[config.mk]
export PLATFORM = sky130hd
export DESIGN_NAME = width_gearbox
export DESIGN_NICKNAME = d
export VERILOG_FILES = /design/src/rtl/gear_pkg.sv /design/src/rtl/gear_ctrl.sv /design/src/rtl/gear_path.sv /design/src/rtl/width_gearbox.sv
export SDC_FILE = /design/constraint.sdc
export NUM_CORES = 1
export LEC_CHECK = 0
export ABC_AREA = 1
export BUFFER_PORTS_ARGS = -buffer_cell sky130_fd_sc_hd__buf_4
export CAP_MARGIN = 5
export CELL_PAD_IN_SITES_DETAIL_PLACEMENT = 1
export CELL_PAD_IN_SITES_GLOBAL_PLACEMENT = 2
export CORE_MARGIN = 4
export CORE_UTILIZATION = 38
export CTS_CLUSTER_DIAMETER = 120
export DETAILED_ROUTE_END_ITERATION = 8
export GPL_TIMING_DRIVEN = 1
export HOLD_SLACK_MARGIN = 0.15
export PLACE_DENSITY_LB_ADDON = 0.1
export RECOVER_POWER = 50
export SETUP_SLACK_MARGIN = 0.15
export SKIP_CTS_REPAIR_TIMING = 1
export SLEW_MARGIN = 20
export SYNTH_ARGS = -nofsm -noshare
export SYNTH_HDL_FRONTEND = slang
export SYNTH_HIERARCHICAL = 1
export SYNTH_SLANG_ARGS = --single-unit
[constraint.sdc]
create_clock -name clk -period 5.8 [get_ports clk]
set_input_delay 1.16 -clock clk [delete_from_list [all_inputs] [get_ports clk]]
set_output_delay 1.16 -clock clk [all_outputs]
set_load 0.005 [all_outputs]
[src/rtl/gear_pkg.sv]
package gear_pkg;
  // Strobes from the control to the datapath, one set per clock cycle.
  typedef struct packed {
    logic txAdv;   // transmit side advances (line side ready)
    logic txLoad;  // a controller word is accepted this cycle
    logic rxAdv;   // receive side advances (controller ready)
    logic rxTake;  // a line beat or word is taken this cycle
    logic rxLast;  // the taken narrow beat completes a word
    logic narrow;  // current mode
  } gearStb_t;
endpackage

[src/rtl/gear_ctrl.sv]
module gear_ctrl import gear_pkg::*; #(
  parameter int BEATS = 4
) (
  input  logic     clk,
  input  logic     rstN,
  input  logic     narrowReq,
  input  logic     txValid,
  input  logic     lineOutReady,
  input  logic     lineInValid,
  input  logic     rxReady,
  output logic     txReady,
  output logic     lineInReady,
  output logic     lineOutValid,
  output logic     rxValid,
  output logic     narrowMode,
  output gearStb_t stb
);
  localparam int STG   = BEATS - 1;
  localparam int CNT_W = (BEATS > 2) ? $clog2(BEATS) : 1;
  localparam logic [CNT_W-1:0] LAST_BEAT = CNT_W'(BEATS - 1);

  logic             narrowQ;
  logic [CNT_W-1:0] txCnt, rxCnt;
  logic [STG-1:0]   txPipeV, rxPipeV;
  logic             txOutV, rxOutV;
  logic             pending, canSwitch;
  logic             txAdv, rxAdv, txLoad, rxTake, rxLast;

  assign txAdv   = lineOutReady;
  assign rxAdv   = rxReady;
  assign pending = (narrowReq != narrowQ);

  assign txReady     = txAdv && !pending && (!narrowQ || (txCnt == '0));
  assign txLoad      = txValid && txReady;
  assign lineInReady = rxAdv && !(pending && (rxCnt == '0));
  assign rxTake      = lineInValid && lineInReady;
  assign rxLast      = narrowQ && (rxCnt == LAST_BEAT);

  assign canSwitch = pending && (txCnt == '0) && (rxCnt == '0) &&
                     (txPipeV == '0) && (rxPipeV == '0) &&
                     (!txOutV || txAdv) && (!rxOutV || rxAdv);

  always_ff @(posedge clk) begin
    if (!rstN) begin
      narrowQ <= 1'b0;
      txCnt   <= '0;
      rxCnt   <= '0;
      txPipeV <= '0;
      rxPipeV <= '0;
      txOutV  <= 1'b0;
      rxOutV  <= 1'b0;
    end else begin
      if (canSwitch) narrowQ <= narrowReq;
      if (txAdv) begin
        txPipeV <= (txPipeV << 1) | STG'(txLoad && !narrowQ);
        txOutV  <= narrowQ ? (txLoad || (txCnt != '0)) : txPipeV[STG-1];
        if (txLoad && narrowQ)  txCnt <= LAST_BEAT;
        else if (txCnt != '0)   txCnt <= txCnt - CNT_W'(1);
      end
      if (rxAdv) begin
        rxPipeV <= (rxPipeV << 1) | STG'(rxTake && !narrowQ);
        rxOutV  <= narrowQ ? (rxTake && rxLast) : rxPipeV[STG-1];
      end
      if (rxTake && narrowQ) rxCnt <= rxLast ? '0 : rxCnt + CNT_W'(1);
    end
  end

  assign lineOutValid = txOutV;
  assign rxValid      = rxOutV;
  assign narrowMode   = narrowQ;
  assign stb = '{txAdv: txAdv, txLoad: txLoad, rxAdv: rxAdv,
                 rxTake: rxTake, rxLast: rxLast, narrow: narrowQ};

  // the mode only flips on a word boundary
  p_mode_boundary_r8: assert property (@(posedge clk) disable iff (!rstN)
    !$stable(narrowQ) |-> $past((txCnt == '0) && (rxCnt == '0)));
  // no new transmit word while a change waits
  p_pending_block_r8: assert property (@(posedge clk) disable iff (!rstN)
    pending |-> !txReady);
  // no new word while narrow beats remain
  p_busy_block_r9: assert property (@(posedge clk) disable iff (!rstN)
    (narrowQ && (txCnt != '0)) |-> !txReady);
  // narrow beats follow one another without gaps
  p_beat_run_r3: assert property (@(posedge clk) disable iff (!rstN)
    (narrowQ && (txCnt != '0) && txAdv) |=> lineOutValid);
endmodule

[src/rtl/gear_path.sv]
module gear_path import gear_pkg::*; #(
  parameter int WORD_W = 64,
  parameter int BEATS  = 4
) (
  input  logic              clk,
  input  logic              rstN,
  input  gearStb_t          stb,
  input  logic [WORD_W-1:0] txData,
  input  logic [WORD_W-1:0] lineIn,
  output logic [WORD_W-1:0] lineOut,
  output logic [WORD_W-1:0] rxData
);
  localparam int LINE_N = WORD_W / BEATS;
  localparam int STG    = BEATS - 1;

  logic [WORD_W-1:0] txStg [STG];
  logic [WORD_W-1:0] rxStg [STG];
  logic [WORD_W-1:0] txShift, rxCol, rxNext, outQ, rxQ;
  logic [LINE_N-1:0] beatNew, beatCont;

  // Lane 4j+k sits at bit 4j after k single-bit right shifts of the word.
  for (genvar j = 0; j < LINE_N; j++) begin : g_beat
    assign beatNew[j]  = txData[j*BEATS];
    assign beatCont[j] = txShift[j*BEATS];
  end

  // Receive: each beat enters at the top of its group and moves down.
  always_comb begin
    rxNext = rxCol >> 1;
    for (int j = 0; j < LINE_N; j++) rxNext[j*BEATS + BEATS - 1] = lineIn[j];
  end

  // Matching delay lines for the wide bypass.
  for (genvar k = 0; k < STG; k++) begin : g_stage
    always_ff @(posedge clk) begin
      if (!rstN) begin
        txStg[k] <= '0;
        rxStg[k] <= '0;
      end else begin
        if (stb.txAdv) txStg[k] <= (k == 0) ? txData : txStg[(k == 0) ? 0 : k-1];
        if (stb.rxAdv) rxStg[k] <= (k == 0) ? lineIn : rxStg[(k == 0) ? 0 : k-1];
      end
    end
  end

  always_ff @(posedge clk) begin
    if (!rstN) begin
      txShift <= '0;
      outQ    <= '0;
      rxCol   <= '0;
      rxQ     <= '0;
    end else begin
      if (stb.txAdv) begin
        txShift <= stb.txLoad ? (txData >> 1) : (txShift >> 1);
        if (stb.narrow)
          outQ <= {{(WORD_W-LINE_N){1'b0}}, (stb.txLoad ? beatNew : beatCont)};
        else
          outQ <= txStg[STG-1];
      end
      if (stb.rxTake && stb.narrow) rxCol <= rxNext;
      if (stb.rxAdv) begin
        if (!stb.narrow)                 rxQ <= rxStg[STG-1];
        else if (stb.rxTake && stb.rxLast) rxQ <= rxNext;
      end
    end
  end

  assign lineOut = outQ;
  assign rxData  = rxQ;

  // line data holds while the line side stalls
  p_tx_hold_r7: assert property (@(posedge clk) disable iff (!rstN)
    !stb.txAdv |=> $stable(lineOut));
  // receive word holds while the controller stalls
  p_rx_hold_r7: assert property (@(posedge clk) disable iff (!rstN)
    !stb.rxAdv |=> $stable(rxData));
endmodule

[src/rtl/width_gearbox.sv]
module width_gearbox import gear_pkg::*; #(
  parameter int WORD_W = 64,
  parameter int BEATS  = 4
) (
  input  logic              clk,
  input  logic              rstN,
  input  logic              narrowReq,
  input  logic              txValid,
  output logic              txReady,
  input  logic [WORD_W-1:0] txData,
  output logic [WORD_W-1:0] lineOut,
  output logic [WORD_W-1:0] lineOe,
  output logic              lineOutValid,
  input  logic              lineOutReady,
  input  logic [WORD_W-1:0] lineIn,
  input  logic              lineInValid,
  output logic              lineInReady,
  output logic [WORD_W-1:0] rxData,
  output logic              rxValid,
  input  logic              rxReady
);
  localparam int LINE_N = WORD_W / BEATS;

  gearStb_t stb;
  logic     narrowMode;

  gear_ctrl #(.BEATS(BEATS)) i_ctrl (
    .clk(clk), .rstN(rstN), .narrowReq(narrowReq), .txValid(txValid),
    .lineOutReady(lineOutReady), .lineInValid(lineInValid), .rxReady(rxReady),
    .txReady(txReady), .lineInReady(lineInReady), .lineOutValid(lineOutValid),
    .rxValid(rxValid), .narrowMode(narrowMode), .stb(stb)
  );

  gear_path #(.WORD_W(WORD_W), .BEATS(BEATS)) i_path (
    .clk(clk), .rstN(rstN), .stb(stb), .txData(txData), .lineIn(lineIn),
    .lineOut(lineOut), .rxData(rxData)
  );

  assign lineOe = narrowMode ? {{(WORD_W-LINE_N){1'b0}}, {LINE_N{1'b1}}}
                             : {WORD_W{1'b1}};

  // released lines carry no data in narrow mode
  p_upper_quiet_r4: assert property (@(posedge clk) disable iff (!rstN)
    (narrowMode && lineOutValid) |-> (lineOut[WORD_W-1:LINE_N] == '0));
endmodule

* Word-level counts from Yosys, hierarchy flattened
Memory sizes are Yosys's and may differ from the RTL's.
Cells that the tools add are included.
** Cells by class
- $add $sub $neg :: 2
- Equality and inequality tests :: 3
- Muxes and demuxes :: 24
- Bitwise operators :: 8
- Reductions and logical operators :: 35
** Operator list (count)
- 2-to-1 mux 64 bit :: 10
- 2-to-1 mux 63 bit :: 1
- logical AND 1 bit :: 18
- 2-to-1 mux 16 bit :: 1
- 2-to-1 mux 1 bit :: 9
- logical NOT 3 bit :: 2
- 2-to-1 mux 2 bit :: 3
- bitwise OR 1 bit :: 6
- bitwise OR 3 x 1 -> 3 bit :: 2
- logical NOT 1 bit :: 5
- logical NOT 2 bit :: 2
- logical OR 1 bit :: 4
- AND reduction 2 bit :: 2
- nonzero test 2 bit :: 2
- adder 2 x 1 -> 2 bit, second input constant :: 1
- equality test 2 bit, second input constant :: 1
- inequality test 2 bit, second input constant :: 1
- subtractor 2 x 1 -> 2 bit, second input constant :: 1
- inequality test 1 bit :: 1
** Storage, ports and cells
- Bits in registers :: 269
- Bits in writable memories :: 384
- Input bits :: 135
- Output and inout port bits :: 196
- Word-level logic and storage cells :: 85
- Memories kept :: 2
** Memory list
- i_path.rxStg :: words 3, width 64, read ports 3, clocked after Yosys merged registers in 0, wr ports 3, line gear_path.sv:17 : logic [WORD_W-1:0] rxStg [STG];
- i_path.txStg :: words 3, width 64, read ports 3, clocked after Yosys merged registers in 0, wr ports 3, line gear_path.sv:16 : logic [WORD_W-1:0] txStg [STG];

* Logic depth before layout (Yosys ltp)
Gate-level depths: netlist of run 1.
- Depth in word-level cells :: 8
- Depth in mapped cells :: 14
- Depth with buffers taken out :: 12

* By module
The synthesis of run 1 kept the hierarchy.
** By module, submodules not included
- gear_path :: instances 1, cells each 2676, area each 24638.6 um2, seq. area each 16315.6 um2
- gear_ctrl :: instances 1, cells each 108, area each 738.2 um2, seq. area each 260.2 um2
- width_gearbox :: instances 1, cells each 65, area each 480.5 um2, seq. area each 0.0 um2

* Least setup slack after synthesis of run 1
No wires, ideal clock.
- Path kind :: input to register
- Start point :: input rstN
- End point :: memory i_path.txStg[0][0], enable pin
- Setup time :: 0.470 ns
- Data arrival time :: 3.801 ns
- Data required time :: 5.330 ns
- Path slack :: 1.529 ns
- Stages :: 5
- Path buffers :: 2
- Cell sequence :: buf_4 inv_2 nor2_4 inv_2 buf_2
** RTL lines
- from (decl) :: line width_gearbox.sv:6 : input logic rstN,
- to (decl) :: line gear_path.sv:16

==> run metrics, run 1 <==
RSZ-0062 raised after global routing=false; core area=67280 µm²; Slew HR=-67.07%; post-synth top area share=44.59%; clock root buffer=clkbuf_16; clock latency on the worst-skew pair=0.59 ns; routed vias/inst=4.471; grt total ovfl=0; htree depth=3; vias in the first global route=18450; Worst Hold Path EP=i_path/txShift[59]; critical path's top delay family=buffers and inverters; area taken by multi-input logic gates=6173 µm²; minimum clock period=4.190 ns; hold_sp=i_path/txShift[59]; Final HPWL DP=39.11 mm; initial antenna violation count=2; largest net degree at the start of global routing=145; ys async rst share=0%; adder-cell share of the synthesized area=0.1936%; max incr delay on CP=1.23 ns; kind of critical path=in2reg; die area=72280 µm²; Seq. cell area=16580 µm²; critical path buffer and inverter count=2; drc violations=0; compound-gate portion of the synthesized area=4.307%; die width=268.9 µm; Post-synth EDFFs=384; Critical Path RT=6.29 ns; WL final=62.01 mm; worst path cell trace=buf_4, nand2_1, clkbuf_2, a21oi_1, o21ai_0, o21ai_1; largest family of logic cells by synthesized area=simple AND/OR/NAND/NOR gates; final worst path period share=72.23%; CTS tree=yes; final core utilization=45.15%; drt pass-1 iters=5; CP Data Arrival Time=4.68 ns; mux cell area share after synthesis=0%; crit path from=rstN; Simple-Gate Fraction of Synth Area=19.15%; total global-route track usage=17.12%; row count=95; final-report max-slew violation count=305; clock transition at the registers of the reported paths=0.06 ns; post-synth top area cell=edfxtp_1; P&R area growth vs syn=17.47%; failing checks=capacitance limit, slew limit; IR drop worst, VDD=160.9 µV; Final Skew=0.01478 ns; total CTS buffers=72; Avg Inst Size Synth=9.076 µm²; r2r startpoint=i_ctrl/narrowMode; WHS Path Cells=2; first-pass GRT wire length=99.29 mm; antenna diode count=0; max_cap viols=5; R2R cell count=11; slowest CP cell=clkbuf_2; xor/xnor cell area share of the yosys netlist=0%; drt first-iter violations=908; Die Y=268.9 µm; Avg WL per Cell=15.54 µm; Vias=17840; Syn. warnings=6; number of synthesized register bits=636; ys flop type=edfxtp_1; CTS max path bufs=3; Max Clk Rate=238.7 MHz; Fin. Hold Viols=0; Routed Antenna Nets=0; fin nets=3198; worst-margin pin slew=2.506 ns; CP Capture Type=flop; outcome=complete, but fails checks; flop-to-flop setup slack=1.79 ns; leakage=13.73 nW; count of buffers from port buffering=314; Cells after Synth=2849; area of the mapped netlist=25860 µm²; Ports=331; fraction of layout cells with a size suffix above 1=13.38%; clock sink count=636; r2r endpoint=i_path/lineOut[0]; power per cell area=352.2 nW/µm²; top area cells in the synthesized netlist=edfxtp_1 (45%), dfxtp_1 (20%), nor2_1 (10%), nand2_1 (7.7%), inv_1 (7.0%); crit-path max FO=97; worst hold path type=reg2reg; Placer Congestion=0.7790; # fillers=7810; post-synth cell types=29; Worst Setup Start Kind=input port; Starting Density=38.43%; Setup TNS Final=0 ns; setup violators final=0; register area share after synthesis=64.11%
==> power by group <==
part / internal [mW] / switching [mW] / leakage, nW
Combinational: 0.395 / 0.672 / 6.33
Sequential: 5.11 / 0.139 / 6.29
Clock: 2.62 / 1.77 / 1.11
==> cells in the mapped netlist (7+ instances only) <==
cell,count
nor2_1,688
nand3_1,53
a21oi_1,24
buf_2,73
nand2_1,533
o21ai_0,152
inv_1,482
dfxtp_1,252
edfxtp_1,384
clkbuf_1,21
buf_4,111
o21ai_1,43
inv_2,7
==> layout make-up <==
| class | instances | area share, % |
|---|---|---|
| Timing Repair Buffer | 331 | 7.926 |
| Multi-Input combinational cell | 1529 | 20.32 |
| Inverter | 489 | 6.088 |
| Clock inverter | 19 | 0.6055 |
| Sequential cell | 636 | 54.57 |
| Tap cell | 873 | 3.596 |
| Clock buffer | 113 | 6.887 |
==> metrics by stage <==
step | setup WS [ns] | power, mW | std cells | hold WS (ns) | cell area [µm²]
after global placement | 2.142 | 6.418 | 3858 | 0.4324 | 28240
after global routing | 1.183 | 11.27 | 3990 | 0.4613 | 30370
after CTS | 2.369 | 10.92 | 3990 | 0.4505 | 30510
final | 1.610 | 10.70 | 3990 | 0.4492 | 30370
after floorplan | 1.529 | 6.018 | 2864 | 0.4207 | 25910
after detailed placement | 2.082 | 6.453 | 3858 | 0.4352 | 28240
==> worst min-delay path, stage by stage (launching register included) <==
cell and delay, ns:
dfxtp_1 0.31, nand2_1 0.06, nand2_1 0.04
==> cell usage in the layout, fill, tap and decap left out, types with 16 or more instances in the layout <==
cell / Yosys / final
a21oi_1: 24 / 25
buf_4: 111 / 194
clkbuf_1: 21 / 55
clkbuf_16: 0 / 74
clkbuf_4: 0 / 106
conb_1: 1 / 16
dfxtp_1: 252 / 252
edfxtp_1: 384 / 384
inv_1: 482 / 483
nand2_1: 533 / 533
nand3_1: 53 / 53
nor2_1: 688 / 689
o21ai_0: 152 / 152
o21ai_1: 43 / 43
==> worst max path at each step <==
stage,cells after the start,endpoint
2_1_floorplan,5,i_path/txStg[0][0]
3_3_place_gp,6,i_path/txStg[0][18]
3_5_place_dp,6,i_path/txStg[0][19]
4_1_cts,2,lineOe[56]
5_1_grt,6,i_path/lineOut[15]
6_report,6,i_path/txShift[40]
==> cells by family (layout without fill, tap and decap cells) <==
family | after synthesis | in the layout
other | 1 | 16
AND/OR/NAND/NOR | 1288 | 1288
AO/OA/AOI/OAI | 221 | 221
buffers and inverters | 699 | 952
flip-flops | 636 | 636
adder cells (fa/ha/maj) | 4 | 4
==> state kept, by name (all words and copies together) (netlist names) <==
name,flops
i_ctrl/rxPipeV,3
i_path/rxData,64
i_path/lineOut,64
i_ctrl/rxValid,1
i_ctrl/narrowMode,1
i_ctrl/txCnt,2
i_path/rxStg,192
i_path/txShift,63
i_ctrl/txPipeV,3
i_path/rxCol,48
i_path/txStg,192
i_ctrl/rxCnt,2
i_ctrl/lineOutValid,1
==> per-layer routing <==
layer | vias to the layer above | part of all wire (%) | global-route usage [%]
met5 | - | 0.044 | 0
met4 | 4 | 2.0 | 4.634
met3 | 84 | 4.2 | 3.139
met2 | 289 | 46 | 28.22
met1 | 8433 | 47 | 23.43
li1 | 9031 | - | -
(Power assumes the default switching activity.)
==> run 2, diff against run 1 <==
Settings changed: CORE_UTILIZATION 38 to 36.
Clock period 5.8 ns to 4.4 ns, I/O delays scaled along.
==> run metrics, run 2 (synthesis gave the netlist of run 1 again) <==
WL final=63.32 mm; drc violations=0; R2R cell count=12; # fillers=8276; max_cap viols=2; flop-to-flop setup slack=1.71 ns; clock root buffer=clkbuf_16; Fin. Hold Viols=0; critical path's top delay family=buffers and inverters; Critical Path RT=4.31 ns; fraction of layout cells with a size suffix above 1=14.60%; clock latency on the worst-skew pair=0.60 ns; WHS Path Cells=2; Routed Antenna Nets=0; core area=71360 µm²; r2r startpoint=i_ctrl/narrowMode; critical path buffer and inverter count=3; outcome=complete, but fails checks; CTS tree=yes; Setup TNS Final=0 ns; CP Data Arrival Time=3.32 ns; drt first-iter violations=796; Top Registers=i_path/rxStg: 192 flops, i_path/txStg: 192 flops; Slew HR=-41.42%; leakage=13.95 nW; Final HPWL DP=39.60 mm; die area=76180 µm²; clock transition at the registers of the reported paths=0.05 ns; row count=98; vias in the first global route=18880; Vias=17850; commonest non-fill, non-tap cell in the layout=nor2_1; final-report max-slew violation count=209; setup violators final=0; failing checks=capacitance limit, slew limit; power per cell area=464.0 nW/µm²; r2r endpoint=i_path/rxData[43]; kind of critical path=in2reg; htree depth=3; total global-route track usage=16.43%; Starting Density=36.23%; Worst Setup Start Kind=input port; P&R area growth vs syn=18.88%; CTS max path bufs=3; Worst Hold Path EP=i_path/txShift[43]; Avg WL per Cell=15.50 µm; grt total ovfl=0; first-pass GRT wire length=102.1 mm; Final Skew=0.01283 ns; hold_sp=i_path/txShift[43]; final worst path period share=77.59%; drt pass-1 iters=5; slowest CP cell=clkbuf_4; CP Capture Type=flop; RSZ-0062 raised after global routing=false; Max Clk Rate=292.9 MHz; count of buffers from port buffering=314; clock sink count=636; most frequent cells in the layout=nor2_1 (690), nand2_1 (531), inv_1 (481); IR drop worst, VDD=252.2 µV; routed vias/inst=4.370; max incr delay on CP=0.85 ns; die width=276.0 µm; worst hold path type=reg2reg; worst path cell trace=clkbuf_1, inv_1, or2_2, clkbuf_4; largest net degree at the start of global routing=224; Die Y=276.0 µm; Placer Congestion=0.7660; Hold Slack=0.4477 ns; total CTS buffers=75; crit-path max FO=137; Ports=331; minimum clock period=3.414 ns; fin nets=3207; worst-margin pin slew=2.121 ns; initial antenna violation count=4
-- run 2: changes by cell type in the layout (fill, tap and decap cells not counted), sizes merged --
cell	change
clkinvlp	+2
buf	+136
clkbuf	-134
diode	+4
clkinv	+9
-- run 2: worst reg2reg max path, cell delays in order, from the launching register on --
cell     delay [ns]
dfxtp_4        0.64
inv_2          0.17
nand2_2        0.10
nand3_1        0.14
nand3_1        0.13
inv_1          0.08
nand2_1        0.07
nand2_1        0.08
nand2_4        0.54
buf_4          0.43
nand2_1        0.09
nand2_1        0.08
nor2_1         0.05
-- run 2: final cells by class --
cell class | instances | area [µm²] | share of cell area, %
Timing Repair Buffer | 337 | 2586 | 8.413
Inverter | 489 | 1852 | 6.024
Clock buffer | 109 | 2085 | 6.781
Clock inverter | 30 | 259.0 | 0.8426
Sequential cell | 636 | 16580 | 53.94
Multi-Input combinational cell | 1529 | 6180 | 20.10
Antenna cell | 4 | 10.01 | 0.03256
Tap cell | 950 | 1189 | 3.867
-- run 2: through the flow --
step	total power [mW]	setup slack (ns)	instances	util (%)	cell area, µm²
detailed placement	8.517	1.452	3941	39.84	28430
global placement	8.475	1.527	3941	39.84	28430
floorplan	7.932	0.4086	2864	-	25910
global route	15.02	0.7861	4083	43.07	30740
CTS	14.56	1.149	4080	43.12	30770
finish	14.26	0.9862	4084	43.07	30740
-- run 2: per-layer routing --
| metal | GRT usage (%) | wire [µm] | vias up |
|---|---|---|---|
| li1 | - | - | 9066 |
| met1 | 21.96 | 29680 | 8401 |
| met2 | 27.39 | 29750 | 304 |
| met3 | 3.090 | 2768 | 77 |
| met4 | 4.779 | 1123 | 0 |
| met5 | 0 | 0 | - |
-- run 2: how the worst max path moves through the flow --
stage / depth (start not counted) / startpoint / slack, ns / endpoint
finish: 4 / rstN / 0.99 / i_path/rxStg[1][22]
global route: 4 / rstN / 0.79 / i_path/rxStg[2][18]
CTS: 2 / i_ctrl/narrowMode / 1.15 / lineOe[29]
detailed placement: 9 / lineOutReady / 1.45 / i_path/lineOut[10]
global placement: 6 / rstN / 1.53 / i_path/txShift[26]
floorplan: 5 / rstN / 0.41 / i_path/txStg[0][0]
-- run 2: power by group --
part	switching, mW	leakage [nW]	internal [mW]
clock	2.44	1.14	3.48
combinational	0.880	6.52	0.546
sequential	0.187	6.29	6.73
